--- config.mk ---
export PLATFORM = sky130hd
export DESIGN_NAME = ctx_engine
export DESIGN_NICKNAME = d
export VERILOG_FILES = /design/src/rtl/ctx_pkg.sv /design/src/rtl/ctx_addr_gen.sv /design/src/rtl/ctx_word_map.sv /design/src/rtl/ctx_seq.sv /design/src/rtl/ctx_engine.sv
export SDC_FILE = /design/constraint.sdc
export NUM_CORES = 1
export LEC_CHECK = 0
export ABC_CLOCK_PERIOD_IN_PS = 11700
export BUFFER_PORTS_ARGS = -buffer_cell sky130_fd_sc_hd__clkbuf_2
export CELL_PAD_IN_SITES_DETAIL_PLACEMENT = 0
export CELL_PAD_IN_SITES_GLOBAL_PLACEMENT = 2
export CORE_MARGIN = 2
export CORE_UTILIZATION = 34
export DETAILED_ROUTE_END_ITERATION = 7
export PLACE_DENSITY = 0.85
export SETUP_SLACK_MARGIN = 0.1
export SLEW_MARGIN = 20
export SYNTH_ARGS = -nofsm -noshare
export SYNTH_HDL_FRONTEND = slang
export SYNTH_SLANG_ARGS = --single-unit
--- constraint.sdc ---
create_clock -name clk -period 11.7 [get_ports clk]
set_input_delay 1.755 -clock clk [delete_from_list [all_inputs] [get_ports clk]]
set_output_delay 1.755 -clock clk [all_outputs]
set_load 0.02 [all_outputs]
--- src/rtl/ctx_pkg.sv ---
package ctx_pkg;
  localparam int FRAME_WORDS = 16;
  localparam int WORD_IDX_W  = $clog2(FRAME_WORDS);

  typedef enum logic [2:0] {
    ST_IDLE,
    ST_LINK_RD,
    ST_SAVE_WR,
    ST_REST_RD,
    ST_REST_FREE
  } ctx_state_e;

  typedef enum logic [1:0] {
    OP_SAVE_UP = 2'd0,
    OP_SAVE_LO = 2'd1,
    OP_RESTORE = 2'd2,
    OP_NONE    = 2'd3
  } ctx_op_e;
endpackage

--- src/rtl/ctx_addr_gen.sv ---
module ctx_addr_gen #(
  parameter int AW    = 32,
  parameter int LW    = 20,
  parameter int SEG_W = 4,
  parameter int OFF_W = 16,
  parameter int WIW   = 4
) (
  input  logic [LW-1:0]  link_i,
  input  logic [WIW-1:0] word_i,
  output logic [AW-1:0]  addr_o
);
  localparam int FRAME_SH = WIW + 2;
  localparam int GAP_W    = AW - SEG_W - OFF_W - FRAME_SH;

  logic [AW-1:0] base;

  // segment bits go to the top, offset bits sit just above the frame size
  assign base   = {link_i[LW-1 -: SEG_W], {GAP_W{1'b0}}, link_i[OFF_W-1:0], {FRAME_SH{1'b0}}};
  assign addr_o = base | {{(AW-FRAME_SH){1'b0}}, word_i, 2'b00};
endmodule

--- src/rtl/ctx_word_map.sv ---
module ctx_word_map #(
  parameter int WIW = 4,
  parameter int RIW = 5
) (
  input  logic           lower_i,
  input  logic [WIW-1:0] word_i,
  output logic           is_reg_o,
  output logic [RIW-1:0] idx_o
);
  logic [1:0]     grp;
  logic [1:0]     pos;
  logic [RIW-2:0] num;
  logic           is_addr;

  assign grp = word_i[3:2];
  assign pos = word_i[1:0];

  always_comb begin
    is_reg_o = 1'b1;
    is_addr  = 1'b1;
    num      = '0;
    if (word_i < WIW'(2)) begin
      // word 0 is the link; word 1 is status (upper) or address reg 11 (lower)
      is_reg_o = lower_i && (word_i == WIW'(1));
      num      = (RIW-1)'(11);
    end else begin
      is_addr = (grp == 2'd0) || (grp == 2'd2);
      num     = (lower_i ? (RIW-1)'(0) : (RIW-1)'(8))
              + (((grp == 2'd0) || (grp == 2'd1)) ? (RIW-1)'(0) : (RIW-1)'(4))
              + (RIW-1)'(pos);
    end
  end

  assign idx_o = {is_addr, num};
endmodule

--- src/rtl/ctx_seq.sv ---
module ctx_seq
  import ctx_pkg::*;
#(
  parameter int WIW = 4
) (
  input  logic           clk,
  input  logic           rst_n,
  input  logic           start_i,
  input  logic [1:0]     op_i,
  input  logic           free_empty_i,
  input  logic           mem_ack_i,
  output ctx_state_e     state_o,
  output logic [WIW-1:0] word_o,
  output logic           lower_o,
  output logic           busy_o,
  output logic           done_o,
  output logic           err_o,
  output logic           link_cap_o,
  output logic           rd_cap_o,
  output logic           save_commit_o,
  output logic           rest_commit_o
);
  localparam logic [WIW-1:0] LAST = WIW'(FRAME_WORDS - 1);

  ctx_state_e     state_q, state_d;
  logic [WIW-1:0] cnt_q, cnt_d;
  logic           lower_q, lower_d;
  logic           done_q, done_d;
  logic           err_q, err_d;
  logic           cnt_en;

  always_comb begin
    state_d = state_q;
    cnt_d   = cnt_q;
    lower_d = lower_q;
    done_d  = 1'b0;
    err_d   = 1'b0;
    cnt_en  = 1'b0;
    unique case (state_q)
      ST_IDLE: begin
        if (start_i && op_i != OP_NONE) begin
          cnt_en = 1'b1;
          cnt_d  = '0;
          if (op_i == OP_RESTORE) begin
            lower_d = 1'b0;
            state_d = ST_REST_RD;
          end else if (free_empty_i) begin
            err_d  = 1'b1;
            done_d = 1'b1;
          end else begin
            lower_d = (op_i == OP_SAVE_LO);
            state_d = ST_LINK_RD;
          end
        end
      end
      ST_LINK_RD: begin
        if (mem_ack_i) state_d = ST_SAVE_WR;
      end
      ST_SAVE_WR: begin
        if (mem_ack_i) begin
          cnt_en = 1'b1;
          if (cnt_q == LAST) begin
            cnt_d   = '0;
            state_d = ST_IDLE;
            done_d  = 1'b1;
          end else begin
            cnt_d = cnt_q + WIW'(1);
          end
        end
      end
      ST_REST_RD: begin
        if (mem_ack_i) begin
          cnt_en = 1'b1;
          if (cnt_q == LAST) begin
            cnt_d   = '0;
            state_d = ST_REST_FREE;
          end else begin
            cnt_d = cnt_q + WIW'(1);
          end
        end
      end
      ST_REST_FREE: begin
        if (mem_ack_i) begin
          state_d = ST_IDLE;
          done_d  = 1'b1;
        end
      end
      default: state_d = ST_IDLE;
    endcase
  end

  always_ff @(posedge clk or negedge rst_n) begin
    if (!rst_n) begin
      state_q <= ST_IDLE;
      cnt_q   <= '0;
      lower_q <= 1'b0;
      done_q  <= 1'b0;
      err_q   <= 1'b0;
    end else begin
      state_q <= state_d;
      if (cnt_en) cnt_q <= cnt_d;
      lower_q <= lower_d;
      done_q  <= done_d;
      err_q   <= err_d;
    end
  end

  assign state_o       = state_q;
  assign word_o        = cnt_q;
  assign lower_o       = lower_q;
  assign busy_o        = (state_q != ST_IDLE);
  assign done_o        = done_q;
  assign err_o         = err_q;
  assign link_cap_o    = (state_q == ST_LINK_RD) && mem_ack_i;
  assign rd_cap_o      = (state_q == ST_REST_RD) && mem_ack_i;
  assign save_commit_o = (state_q == ST_SAVE_WR) && mem_ack_i && (cnt_q == LAST);
  assign rest_commit_o = (state_q == ST_REST_FREE) && mem_ack_i;

  p_done_pulse_r11: assert property (@(posedge clk) disable iff (!rst_n)
    done_q |=> !done_q);
  p_err_idle_r9: assert property (@(posedge clk) disable iff (!rst_n)
    err_q |-> (state_q == ST_IDLE) && done_q);
  p_no_restart_r11: assert property (@(posedge clk) disable iff (!rst_n)
    (state_q != ST_IDLE && state_q != ST_LINK_RD) |=> state_q != ST_LINK_RD);
  p_wait_hold_r10: assert property (@(posedge clk) disable iff (!rst_n)
    (state_q != ST_IDLE && !mem_ack_i) |=> (state_q == $past(state_q)) && $stable(cnt_q));
endmodule

--- src/rtl/ctx_engine.sv ---
module ctx_engine
  import ctx_pkg::*;
#(
  parameter int          DW            = 32,
  parameter int          AW            = 32,
  parameter int          LW            = 20,
  parameter int          PRIO_W        = 8,
  parameter int          RIW           = 5,
  parameter logic [31:0] RST_CTX_LINK  = 32'h0,
  parameter logic [31:0] RST_FREE_HEAD = 32'h0
) (
  input  logic           clk,
  input  logic           rst_n,
  input  logic           start_i,
  input  logic [1:0]     op_i,
  input  logic [PRIO_W-1:0] prio_i,
  input  logic [DW-1:0]  status_i,
  output logic           busy_o,
  output logic           done_o,
  output logic           empty_err_o,
  output logic           mem_req_o,
  output logic           mem_we_o,
  output logic [AW-1:0]  mem_addr_o,
  output logic [DW-1:0]  mem_wdata_o,
  input  logic           mem_ack_i,
  input  logic [DW-1:0]  mem_rdata_i,
  output logic [RIW-1:0] rf_rd_idx_o,
  input  logic [DW-1:0]  rf_rd_data_i,
  output logic           rf_we_o,
  output logic [RIW-1:0] rf_wr_idx_o,
  output logic [DW-1:0]  rf_wr_data_o,
  output logic [DW-1:0]  ctx_link_o,
  output logic [DW-1:0]  free_head_o,
  output logic [DW-1:0]  rest_status_o
);
  localparam int WIW  = WORD_IDX_W;
  localparam int MIDW = DW - PRIO_W - LW;

  logic [1:0]   rst_sync_q;
  logic         rst_n_int;

  always_ff @(posedge clk or negedge rst_n) begin
    if (!rst_n) rst_sync_q <= 2'b00;
    else        rst_sync_q <= {rst_sync_q[0], 1'b1};
  end
  assign rst_n_int = rst_sync_q[1];

  ctx_state_e     state;
  logic [WIW-1:0] word;
  logic           lower, link_cap, rd_cap, save_commit, rest_commit;
  logic           map_is_reg;
  logic [RIW-1:0] map_idx;
  logic [LW-1:0]  sel_link;

  logic [DW-1:0] link_q, link_d;
  logic [DW-1:0] free_q, free_d;
  logic [DW-1:0] next_free_q, new_link_q, rest_status_q;
  logic          link_en;

  ctx_seq #(.WIW(WIW)) u_seq (
    .clk           (clk),
    .rst_n         (rst_n_int),
    .start_i       (start_i),
    .op_i          (op_i),
    .free_empty_i  (free_q[LW-1:0] == '0),
    .mem_ack_i     (mem_ack_i),
    .state_o       (state),
    .word_o        (word),
    .lower_o       (lower),
    .busy_o        (busy_o),
    .done_o        (done_o),
    .err_o         (empty_err_o),
    .link_cap_o    (link_cap),
    .rd_cap_o      (rd_cap),
    .save_commit_o (save_commit),
    .rest_commit_o (rest_commit)
  );

  ctx_word_map #(.WIW(WIW), .RIW(RIW)) u_map (
    .lower_i  (lower),
    .word_i   (word),
    .is_reg_o (map_is_reg),
    .idx_o    (map_idx)
  );

  assign sel_link = ((state == ST_REST_RD) || (state == ST_REST_FREE)) ? link_q[LW-1:0]
                                                                        : free_q[LW-1:0];

  ctx_addr_gen #(.AW(AW), .LW(LW), .WIW(WIW)) u_addr (
    .link_i (sel_link),
    .word_i (word),
    .addr_o (mem_addr_o)
  );

  assign mem_req_o = (state != ST_IDLE);
  assign mem_we_o  = (state == ST_SAVE_WR) || (state == ST_REST_FREE);

  always_comb begin
    mem_wdata_o = '0;
    if (state == ST_SAVE_WR) begin
      if (word == '0)                     mem_wdata_o = link_q;
      else if (!map_is_reg)               mem_wdata_o = status_i;
      else                                mem_wdata_o = rf_rd_data_i;
    end else if (state == ST_REST_FREE) begin
      mem_wdata_o = free_q;
    end
  end

  assign rf_rd_idx_o  = map_idx;
  assign rf_wr_idx_o  = map_idx;
  assign rf_wr_data_o = mem_rdata_i;
  assign rf_we_o      = rd_cap && map_is_reg;

  // link register next state
  always_comb begin
    link_en = save_commit || rest_commit;
    link_d  = link_q;
    free_d  = free_q;
    if (save_commit) begin
      link_d = {prio_i, link_q[DW-PRIO_W-1 -: MIDW], free_q[LW-1:0]};
      free_d = next_free_q;
    end else if (rest_commit) begin
      link_d = new_link_q;
      free_d = {free_q[DW-1:LW], link_q[LW-1:0]};
    end
  end

  always_ff @(posedge clk or negedge rst_n_int) begin
    if (!rst_n_int) begin
      link_q        <= RST_CTX_LINK;
      free_q        <= RST_FREE_HEAD;
      next_free_q   <= '0;
      new_link_q    <= '0;
      rest_status_q <= '0;
    end else begin
      if (link_en) begin
        link_q <= link_d;
        free_q <= free_d;
      end
      if (link_cap)                        next_free_q   <= mem_rdata_i;
      if (rd_cap && word == WIW'(0))       new_link_q    <= mem_rdata_i;
      if (rd_cap && word == WIW'(1))       rest_status_q <= mem_rdata_i;
    end
  end

  assign ctx_link_o    = link_q;
  assign free_head_o   = free_q;
  assign rest_status_o = rest_status_q;

  p_addr_hold_r10: assert property (@(posedge clk) disable iff (!rst_n_int)
    (mem_req_o && !mem_ack_i) |=> $stable(mem_addr_o) && $stable(mem_we_o));
  p_frame_shape_r1: assert property (@(posedge clk) disable iff (!rst_n_int)
    mem_req_o |-> (mem_addr_o[27:22] == 6'd0) && (mem_addr_o[1:0] == 2'd0));
  p_save_link_r5: assert property (@(posedge clk) disable iff (!rst_n_int)
    save_commit |=> link_q[LW-1:0] == $past(free_q[LW-1:0]));
  p_free_hi_keep_r8: assert property (@(posedge clk) disable iff (!rst_n_int)
    rest_commit |=> free_q[DW-1:LW] == $past(free_q[DW-1:LW]));
  p_no_access_on_empty_r9: assert property (@(posedge clk) disable iff (!rst_n_int)
    empty_err_o |-> !mem_req_o && $stable(link_q) && $stable(free_q));
  p_read_before_write_r2: assert property (@(posedge clk) disable iff (!rst_n_int)
    $rose(mem_req_o) |-> !mem_we_o);
endmodule

==> results of run 1 <==
stage by stage:
stage / total power [mW] / utilization, % / hold WS, ns
detailed placement: 2.52 / 40.5 / 0.335
global route: 3.24 / 42.9 / 0.378
finish: 3.07 / 42.9 / 0.347
CTS: 3.10 / 42.9 / 0.352
global placement: 2.50 / 40.5 / 0.337
floorplan: 2.02 / - / 0.331
registers in the layout, indices dropped and copies added (netlist names):
| signal | flops |
|---|---|
| u_seq.done_o | 1 |
| next_free_q | 32 |
| ctx_link_o | 32 |
| rst_sync_q | 2 |
| free_head_o | 32 |
| rest_status_o | 32 |
| new_link_q | 32 |
| u_seq.state_o | 3 |
| u_seq.err_o | 1 |
| u_seq.lower_o | 1 |
| u_seq.word_o | 4 |
synthesized netlist by cell type, types with 3 or more instances:
cell type  count  share of area [%]
a21oi_1        3               0.18
a22oi_1       80                7.1
buf_2         34                2.0
buf_4         54                4.8
buf_6          3               0.40
clkbuf_1      10               0.44
dfrtp_1      172                 51
ha_1           3               0.44
inv_1          6               0.27
mux2_1         9                1.2
mux2_2       114                 15
mux2_4        10                1.8
mux2i_1       32                3.8
nand2_1       12               0.53
nand2b_1       3               0.22
nand3_1        4               0.24
nor2_1         5               0.22
nor3_1         3               0.18
nor4_1         5               0.37
o21ai_0       40                2.4
o2bb2ai_1     48                5.0
area by class of cell:
class | count | area (µm²) | area share (%)
sequential | 172 | 4310 | 41.2
multi-input combinational | 404 | 3530 | 33.8
timing repair buffer | 317 | 1610 | 15.3
clock buffer | 19 | 433 | 4.14
tap | 324 | 405 | 3.87
clock inverter | 13 | 154 | 1.47
inverter | 7 | 26.3 | 0.251
kinds of logic after synthesis:
family / Yosys count
multiplexers: 165
flip-flops: 172
buffers and inverters: 108
AND/OR/NAND/NOR: 45
adder cells (fa/ha/maj): 3
AO/OA/AOI/OAI: 182
other: 2
power groups by stage:
| stage | clock, mW | sequential [mW] | combinational, mW |
|---|---|---|---|
| after floorplan | 0 | 1.23 | 0.789 |
| after global placement | 0 | 1.11 | 1.40 |
| after detailed placement | 0 | 1.11 | 1.41 |
| after CTS | 0.583 | 1.11 | 1.41 |
| after global routing | 0.608 | 1.15 | 1.49 |
| final | 0.569 | 1.11 | 1.39 |
worst min path at each step:
stage                        startpoint                 to  slack, ns  cells past startpoint
final                     rst_sync_q[1]  rest_status_o[29]       0.35                      0
after global routing      rst_sync_q[0]      rst_sync_q[1]       0.38                      0
after CTS                 rst_sync_q[0]      rst_sync_q[1]       0.35                      0
after detailed placement  rst_sync_q[0]      rst_sync_q[1]       0.33                      0
after global placement    rst_sync_q[0]      rst_sync_q[1]       0.34                      0
after floorplan           rst_sync_q[0]      rst_sync_q[1]       0.33                      0
metal layers:
layer / GRT usage (%) / up-vias / share of wire (%)
met5: 0 / - / 0
met4: 3.26 / 0 / 0.63
met3: 3.55 / 8 / 4.8
met2: 30.3 / 195 / 49
met1: 26.0 / 3285 / 46
li1: - / 2975 / -
==> results by group, run 1 <==
Placed design
  – Post-place setup slack: between 7 and 8 ns
  – IO buf count: 309
  – Placed cells: 1,224
  – Routability cong.: 0.737
  – Placed standard-cell area: 0.00988 mm²
  – Post-DP HPWL: 16.3 mm

Synthesis
  – Number of synthesized flops with an enable pin: 0
  – Post-synthesis compound-gate area fraction: 15.7%
  – Seq/Total Area, Yosys: 50.9%
  – Flops & latches, synth: 172
  – Yosys cell types: 43
  – Mux cell area share after synthesis: 22.0%
  – Mapped Cells: 677
  – Adder-cell share of the synthesized area: less than 1%
  – Post-synth design cell area: 0.00845 mm²
  – Yosys warns: 0
  – Avg Cell Area, Syn: ~12 µm²
  – Post-synthesis xor/xnor area fraction: 0%
  – Main combinational cell family by area after synthesis: multiplexers
  – Dominant synthesized flop cell: dfrtp_1
  – Post-Synth Simple-Gate Area: 2.92%
  – Post-synth ARST share: 100%

GRT
  – Largest net degree at the start of global routing: 84
  – Global route total overflow: 0
  – Vias in the first global route: 6,305
  – Initial antenna violation count: 0
  – First-pass GRT wire length: 37.5 mm
  – Total global-route track usage: 18.5%

Run status
  – Outcome: complete, no violations

Flow run
  – Max Cap Viol: 0

Route
  – Avg Vias per Cell: between 5 and 6
  – Final WL: between 20 and 25 mm
  – Residual DRC count: 0
  – Initial DRC count: 265
  – Post-detailed-route wirelength per cell: 19.4 µm
  – Post-route ant nets: 0
  – Routed vias: between 6,000 and 7,000
  – 1st-pass router iterations: 5

Timing
  – Slew @ Worst Pin: ~1.1 ns
  – Unrepaired setup endpoints after global routing: false
  – Final period util: 41.1%
  – Post-route setup slack: about 7 ns
  – F_max: 208 MHz
  – Final hold vios: 0
  – Period minus WS final: 4.81 ns
  – Slew margin rel.: 29.0%
  – Fin Setup TNS: 0 ns
  – Worst Skew: 0.0138 ns
  – Slew Limit Fails: 0
  – Finish-stage setup viols: 0

Clock tree
  – CTS buffer count: 17
  – Sink Count: between 150 and 200
  – PostCTS Resize Cnt: 0
  – Cts hold-fix bufs: 0
  – TritonCTS clock tree: built
  – CTS Buffer Depth: 2
  – Worst skew pair latency: 0.42 ns
  – Clock-pin slew on the worst setup and hold paths: 0.08 ns
  – Post-CTS Setup Bufs: 0
  – H-tree depth: 4
  – Root Buffer: clkbuf_16

Power
  – Switching part of the total: a little over two fifths
  – Max VDD drop: 143 µV
  – Reg power frac: ~36%
  – Psw: 1.33 mW
  – Leak: between 4 and 5 nW
  – Pwr dens: 293 mW/mm²
  – Clock network power share: 18.5%
  – Cell-internal power: 1.73 mW
  – Combinational share of power: 45.4%

Final layout
  – Layout cells sized above 1: about 52%
  – Final non-filler cell total: 1,256
  – Area grow syn2layout: 23.9%
  – Final Instance Area: 0.0105 mm²
  – ANT cells: 0
  – Most common cell after layout, fill and taps aside: clkbuf_2
  – Layout net count: 1,032
  – Commonest cells after routing, fill and taps aside: clkbuf_2, dfrtp_1, mux2_2
  – # fillers: 2,373

Critical path
  – Worst setup path endpoint: mem_wdata_o[16]
  – CP startpoint: u_seq.word_o[3]
  – CP Depth: 6
  – Crit path kind: reg -> out
  – Reg2Reg Launch Point: u_seq.state_o[1]
  – Flop-to-flop setup slack: between 9 and 10 ns
  – CP Launch Type: flop
  – Worst Path Buf+Inv: 2
  – Reg2Reg Depth: 6
  – CP max stage delay: roughly 0.8 ns
  – CP max-delay cell: a21boi_4
  – FF-to-FF End: free_head_o[7]
  – Worst-path maximum fanout: 18
  – Worst setup EP type: output port
  – Critical path data arrival time: slightly above 3 ns
  – Crit path max-delay family: compound AO/OA/AOI/OAI gates
  – Cell Chain, Critical Path: nor3_1 -> a21boi_4 -> buf_4 -> mux2i_1 -> o21ai_0 -> clkbuf_2
  – WP data required: 9.95 ns

Floorplan
  – Initial core utilization: 34.6%
  – Die Height: 162 µm
  – Number of core rows: 57
  – # IOs: 318
  – Die Width: around 160 µm
  – DIE AREA: approximately 0.026 mm²
  – Core box area: roughly 0.024 mm²

Worst hold path
  – Tightest Hold Check Type: reg -> async
(Power assumes the default switching activity.)
==> run 2, diff against run 1 <==
- ABC_CLOCK_PERIOD_IN_PS: 11700 -> 4400
- CORE_UTILIZATION: 34 -> 28
- PLACE_DENSITY: 0.85 -> 0.74
- clock period: 11.7 -> 4.4 ns (I/O delays scaled with it)
==> run 2 against run 1 <==
  * Critical endpoint is now mem_wdata_o[22]
  * Non-clock buffer count increased by 2
  * Total power grew to 2.7 times the previous value
  * Critical path depth decreased by 1
  * First-iteration DRC count grew 28%
  * Setup slack got worse by 6.1 ns
  * Worst hold slack improved by 0.019 ns
  * Sequential power grew to 2.7 times the previous value
  * Via count up 0.65%
  * Clock power rose to 2.7 times the previous value
==> results by group, run 2 (same netlist as run 1, synthesis figures left out) <==
Critical path
  – Crit path kind: reg -> out
  – Crit path max-delay family: simple AND/OR/NAND/NOR gates
  – Critical path data arrival time: 2.94 ns
  – FF-to-FF End: u_seq.done_o
  – CP Launch Type: flop
  – WP data required: 3.74 ns
  – CP startpoint: u_seq.state_o[1]
  – Worst Path Buf+Inv: 1
  – Reg2Reg Launch Point: u_seq.word_o[0]
  – CP max stage delay: 0.89 ns
  – Reg2Reg Depth: 6
  – Worst setup EP type: output port
  – Worst setup path endpoint: mem_wdata_o[22]
  – Flop-to-flop setup slack: between 1.5 and 2 ns
  – CP max-delay cell: and4_2
  – Worst-path maximum fanout: 32
  – CP Depth: 5
  – Cell Chain, Critical Path: nor2b_1 -> and4_2 -> a22oi_1 -> o21ai_0 -> clkbuf_2

Floorplan
  – Die Height: around 180 µm
  – Initial core utilization: roughly 28%
  – Core box area: 0.0297 mm²
  – Number of core rows: 63
  – Die Width: around 180 µm
  – # IOs: 318
  – DIE AREA: 0.0316 mm²

Route
  – Avg Vias per Cell: roughly 4.9
  – Routed vias: 6,505
  – Final WL: 25.9 mm
  – 1st-pass router iterations: 4
  – Post-detailed-route wirelength per cell: between 15 and 20 µm
  – Initial DRC count: 339
  – Post-route ant nets: 0
  – Residual DRC count: 0

Power
  – Total power: 8.22 mW
  – Pwr dens: around 770 mW/mm²
  – Leak: 5.00 nW
  – Max VDD drop: 366 µV

Clock tree
  – CTS buffer count: 17
  – Root Buffer: clkbuf_16
  – CTS Buffer Depth: 2
  – TritonCTS clock tree: built
  – Worst skew pair latency: roughly 0.43 ns
  – Clock-pin slew on the worst setup and hold paths: roughly 0.08 ns
  – H-tree depth: 4
  – Post-CTS Setup Bufs: 0
  – Sink Count: 172

GRT
  – First-pass GRT wire length: 39.7 mm
  – Total global-route track usage: roughly 16%
  – Largest net degree at the start of global routing: 171
  – Global route total overflow: 0
  – Vias in the first global route: roughly 6,500
  – Initial antenna violation count: 0

Timing
  – F_max: 278 MHz
  – Slew margin rel.: between 20% and 30%
  – Unrepaired setup endpoints after global routing: false
  – Fin Setup TNS: 0 ns
  – Period minus WS final: approximately 3.6 ns
  – Final hold vios: 0
  – Worst Skew: 0.0195 ns
  – Slew @ Worst Pin: 1.06 ns
  – Final period util: between 80% and 90%
  – Finish-stage setup viols: 0
  – Slew Limit Fails: 0

Run status
  – Outcome: complete, no violations

Placed design
  – IO buf count: about 300
  – Post-DP HPWL: 17.2 mm
  – Routability cong.: a little over 0.7

Final layout
  – # fillers: 3,003
  – Most common cell after layout, fill and taps aside: clkbuf_2
  – Commonest cells after routing, fill and taps aside: clkbuf_2, dfrtp_1, mux2_2
  – Area grow syn2layout: 25.5%
  – ANT cells: 0
  – Layout net count: 1,034
  – Layout cells sized above 1: 52.2%

Worst hold path
  – Min-delay src: rst_sync_q[0]
  – Tightest Hold Check Type: reg -> reg

Flow run
  – Max Cap Viol: 0
-- run 2: cell types whose count changed in the layout (fill, tap and decap cells not counted), sizes merged --
cell         delta
clkinv          +5
clkinvlp        -4
buf             +1
bufinv          -1
clkbuf          -1
dlygate4sd3     +1
inv             +1
-- run 2: worst register-to-register path, stage by stage (launching register included) --
cell	delay, ns
dfrtp_1	0.47
ha_1	0.26
and3_1	0.23
and3_2	0.37
o21ai_4	0.43
buf_4	0.52
o21ai_1	0.18
-- run 2: worst min-delay path by stage --
stage                         end  slack [ns]  depth (start not counted)
CTS                 rst_sync_q[1]        0.36                          0
detailed placement  rst_sync_q[1]        0.35                          0
floorplan           rst_sync_q[1]        0.33                          0
finish              rst_sync_q[1]        0.37                          0
global route        rst_sync_q[1]        0.36                          0
global placement    rst_sync_q[1]        0.34                          0
-- run 2: timing repair --
item | in CTS | in global routing
gates resized for setup | 0 | 0
hold endpoints to repair | 2 | 0
hold buffers | 1 | 0
-- run 2: where the power goes --
part	internal (mW)	switching (mW)
registers	2.27	0.684
clock network	0.817	0.730
logic	1.49	2.23
-- run 2: stage by stage --
step	area, µm²	hold slack, ns	setup WS, ns	instances	util [%]
after floorplan	8480	0.331	1.56	684	-
after global placement	10000	0.339	1.30	1291	33.6
after detailed placement	10000	0.348	1.22	1291	33.6
after global routing	10600	0.362	0.583	1324	35.7
final	10600	0.366	0.803	1324	35.7
after CTS	10600	0.365	0.746	1324	35.7
-- run 2: metal layers --
metal  wire (µm)  global-route usage (%)
met4         278                    4.00
met1       11500                    21.8
met3        1330                    3.11
met5           0                       0
met2       12700                    27.7
-- run 2: final cells by class --
| cell class | count | area, µm² | share of cell area [%] |
|---|---|---|---|
| multi-input cells | 404 | 3540 | 33.3 |
| well taps | 390 | 488 | 4.60 |
| clock buffers | 18 | 429 | 4.05 |
| repair buffers | 319 | 1650 | 15.5 |
| clock inverters | 14 | 171 | 1.62 |
| inverters | 7 | 26.3 | 0.248 |
| flip-flops and latches | 172 | 4310 | 40.6 |
==> run 3, diff against run 2 <==
- ABC_CLOCK_PERIOD_IN_PS: 4400 -> 3600
- CORE_UTILIZATION: 28 -> 31
- PLACE_DENSITY: 0.74 -> 0.78
- clock period: 4.4 -> 3.6 ns (I/O delays scaled with it)
==> run 3 against run 2 <==
  * Clock power is 17% higher
  * Sequential share of layout area is 0.15 points higher
  * Clock-buffer cell count stayed put
  * Highest routed layer unchanged
==> results by group, run 3 (same netlist as run 1, synthesis figures left out) <==
Route
  – Initial DRC count: 297
  – Routed vias: 6,463
  – Avg Vias per Cell: ~5.0
  – Post-route ant nets: 0
  – Residual DRC count: 0
  – Post-detailed-route wirelength per cell: 19.2 µm
  – Final WL: 24.6 mm
  – 1st-pass router iterations: 4

Power
  – Pwr dens: approximately 940 mW/mm²
  – Leak: 5.03 nW
  – Max VDD drop: 355 µV

Timing
  – Slew @ Worst Pin: 1.04 ns
  – Min Hold Slack: 0.143 ns
  – Final hold vios: 0
  – Final period util: just under 90%
  – Unrepaired setup endpoints after global routing: false
  – Slew Limit Fails: 0
  – Worst Skew: 0.0131 ns
  – Slew margin rel.: 30.3%
  – Fin Setup TNS: 0 ns
  – Finish-stage setup viols: 0
  – Period minus WS final: 3.14 ns
  – F_max: between 300 and 400 MHz

Critical path
  – WP data required: between 3 and 4 ns
  – Critical path data arrival time: 2.60 ns
  – Crit path kind: reg -> out
  – Cell Chain, Critical Path: nor2b_1 -> and4_4 -> buf_4 -> a22oi_1 -> o21ai_0 -> clkbuf_2
  – CP max-delay cell: dfrtp_1
  – Crit path max-delay family: simple AND/OR/NAND/NOR gates
  – Worst Path Buf+Inv: 2
  – CP Launch Type: flop
  – Worst-path maximum fanout: 17
  – CP max stage delay: 0.51 ns
  – Worst setup EP type: output port

GRT
  – Vias in the first global route: 6,464
  – Global Route met3 Usage: 2.64%
  – Routing usage on met2: 29.1%
  – Gr busiest metal: met2
  – Initial antenna violation count: 1
  – Global route total overflow: 0
  – Largest net degree at the start of global routing: between 150 and 200
  – GR Layer Usage met1: 23.7%
  – Total global-route track usage: 17.2%
  – First-pass GRT wire length: 38.5 mm

Floorplan
  – DIE AREA: ~0.029 mm²
  – # IOs: 318
  – Initial core utilization: 31.4%
  – Die Height: 169 µm
  – Die Width: 169 µm
  – Number of core rows: 60
  – Core box area: 0.0269 mm²

Clock tree
  – CTS Buffer Depth: 2
  – CTS buffer count: 17
  – Worst skew pair latency: about 0.42 ns
  – TritonCTS clock tree: built
  – Clock-pin slew on the worst setup and hold paths: approximately 0.08 ns
  – Sink Count: between 150 and 200
  – H-tree depth: 4
  – Root Buffer: clkbuf_16

Final layout
  – Most common cell after layout, fill and taps aside: clkbuf_2
  – Layout net count: around 1,000
  – Layout cells sized above 1: 52.6%
  – # fillers: between 2,000 and 3,000
  – ANT cells: 0
  – Area grow syn2layout: 25.1%
  – Commonest cells after routing, fill and taps aside: clkbuf_2, dfrtp_1, mux2_2

Run status
  – Outcome: complete, no violations

Placed design
  – Post-DP HPWL: 17.1 mm
  – IO buf count: between 300 and 400
  – Routability cong.: 0.747

Worst hold path
  – Tightest Hold Check Type: reg -> async

Flow run
  – Max Cap Viol: 0
-- run 3: cell count changes in the layout (fill, tap and decap cells not counted), sizes merged --
cell | before | now
buf | 9 | 16
bufinv | 1 | 0
inv | 14 | 15
-- run 3: power by group --
part | internal (mW) | leakage, nW | switching, mW
registers | 2.78 | 2.16 | 0.818
logic | 1.85 | 2.58 | 2.71
clock network | 0.947 | 0.291 | 0.861
-- run 3: timing repair --
item / in CTS / in global routing
buffers inserted: 0 / 0
resized for setup: 0 / 1
hold buffers: 1 / 0
endpoints found under the hold margin: 2 / 0
setup endpoints to repair: 0 / 1
-- run 3: final timing paths --
path	to	cells past startpoint	slack, ns	start
max	mem_wdata_o[23]	6	0.46	u_seq.state_o[1]
max in group asynchronous	free_head_o[4]	1	2.36	rst_sync_q[1]
min in group clk	rst_sync_q[1]	0	0.36	rst_sync_q[0]
max reg2reg	new_link_q[31]	4	1.17	u_seq.state_o[2]
min	rest_status_o[22]	0	0.14	rst_sync_q[1]
min reg2reg	rest_status_o[22]	0	0.14	rst_sync_q[1]
-- run 3: routing by layer --
layer	share of wire, %	routed length (µm)
met5	0	0
met4	0.55	136
met3	4.0	982
met2	49	12200
met1	46	11300
-- run 3: per-stage QoR --
step / setup WS (ns) / util (%) / total power [mW] / cell area (µm²) / cells
3_3_place_gp: 0.811 / 37.1 / 8.22 / 9970 / 1249
5_1_grt: 0.245 / 39.3 / 10.6 / 10600 / 1282
6_report: 0.462 / 39.3 / 9.97 / 10600 / 1282
4_1_cts: 0.303 / 39.3 / 10.1 / 10600 / 1282
3_5_place_dp: 0.739 / 37.1 / 8.26 / 9970 / 1249
2_1_floorplan: 0.757 / - / 6.56 / 8480 / 684
-- run 3: layout make-up --
cell class | count | area, µm² | area share (%)
clock buffer | 18 | 439 | 4.16
sequential | 172 | 4310 | 40.8
timing repair buffer | 326 | 1690 | 16.0
inverter | 7 | 26.3 | 0.249
multi-input combinational | 404 | 3530 | 33.4
tap | 341 | 427 | 4.04
clock inverter | 14 | 146 | 1.39
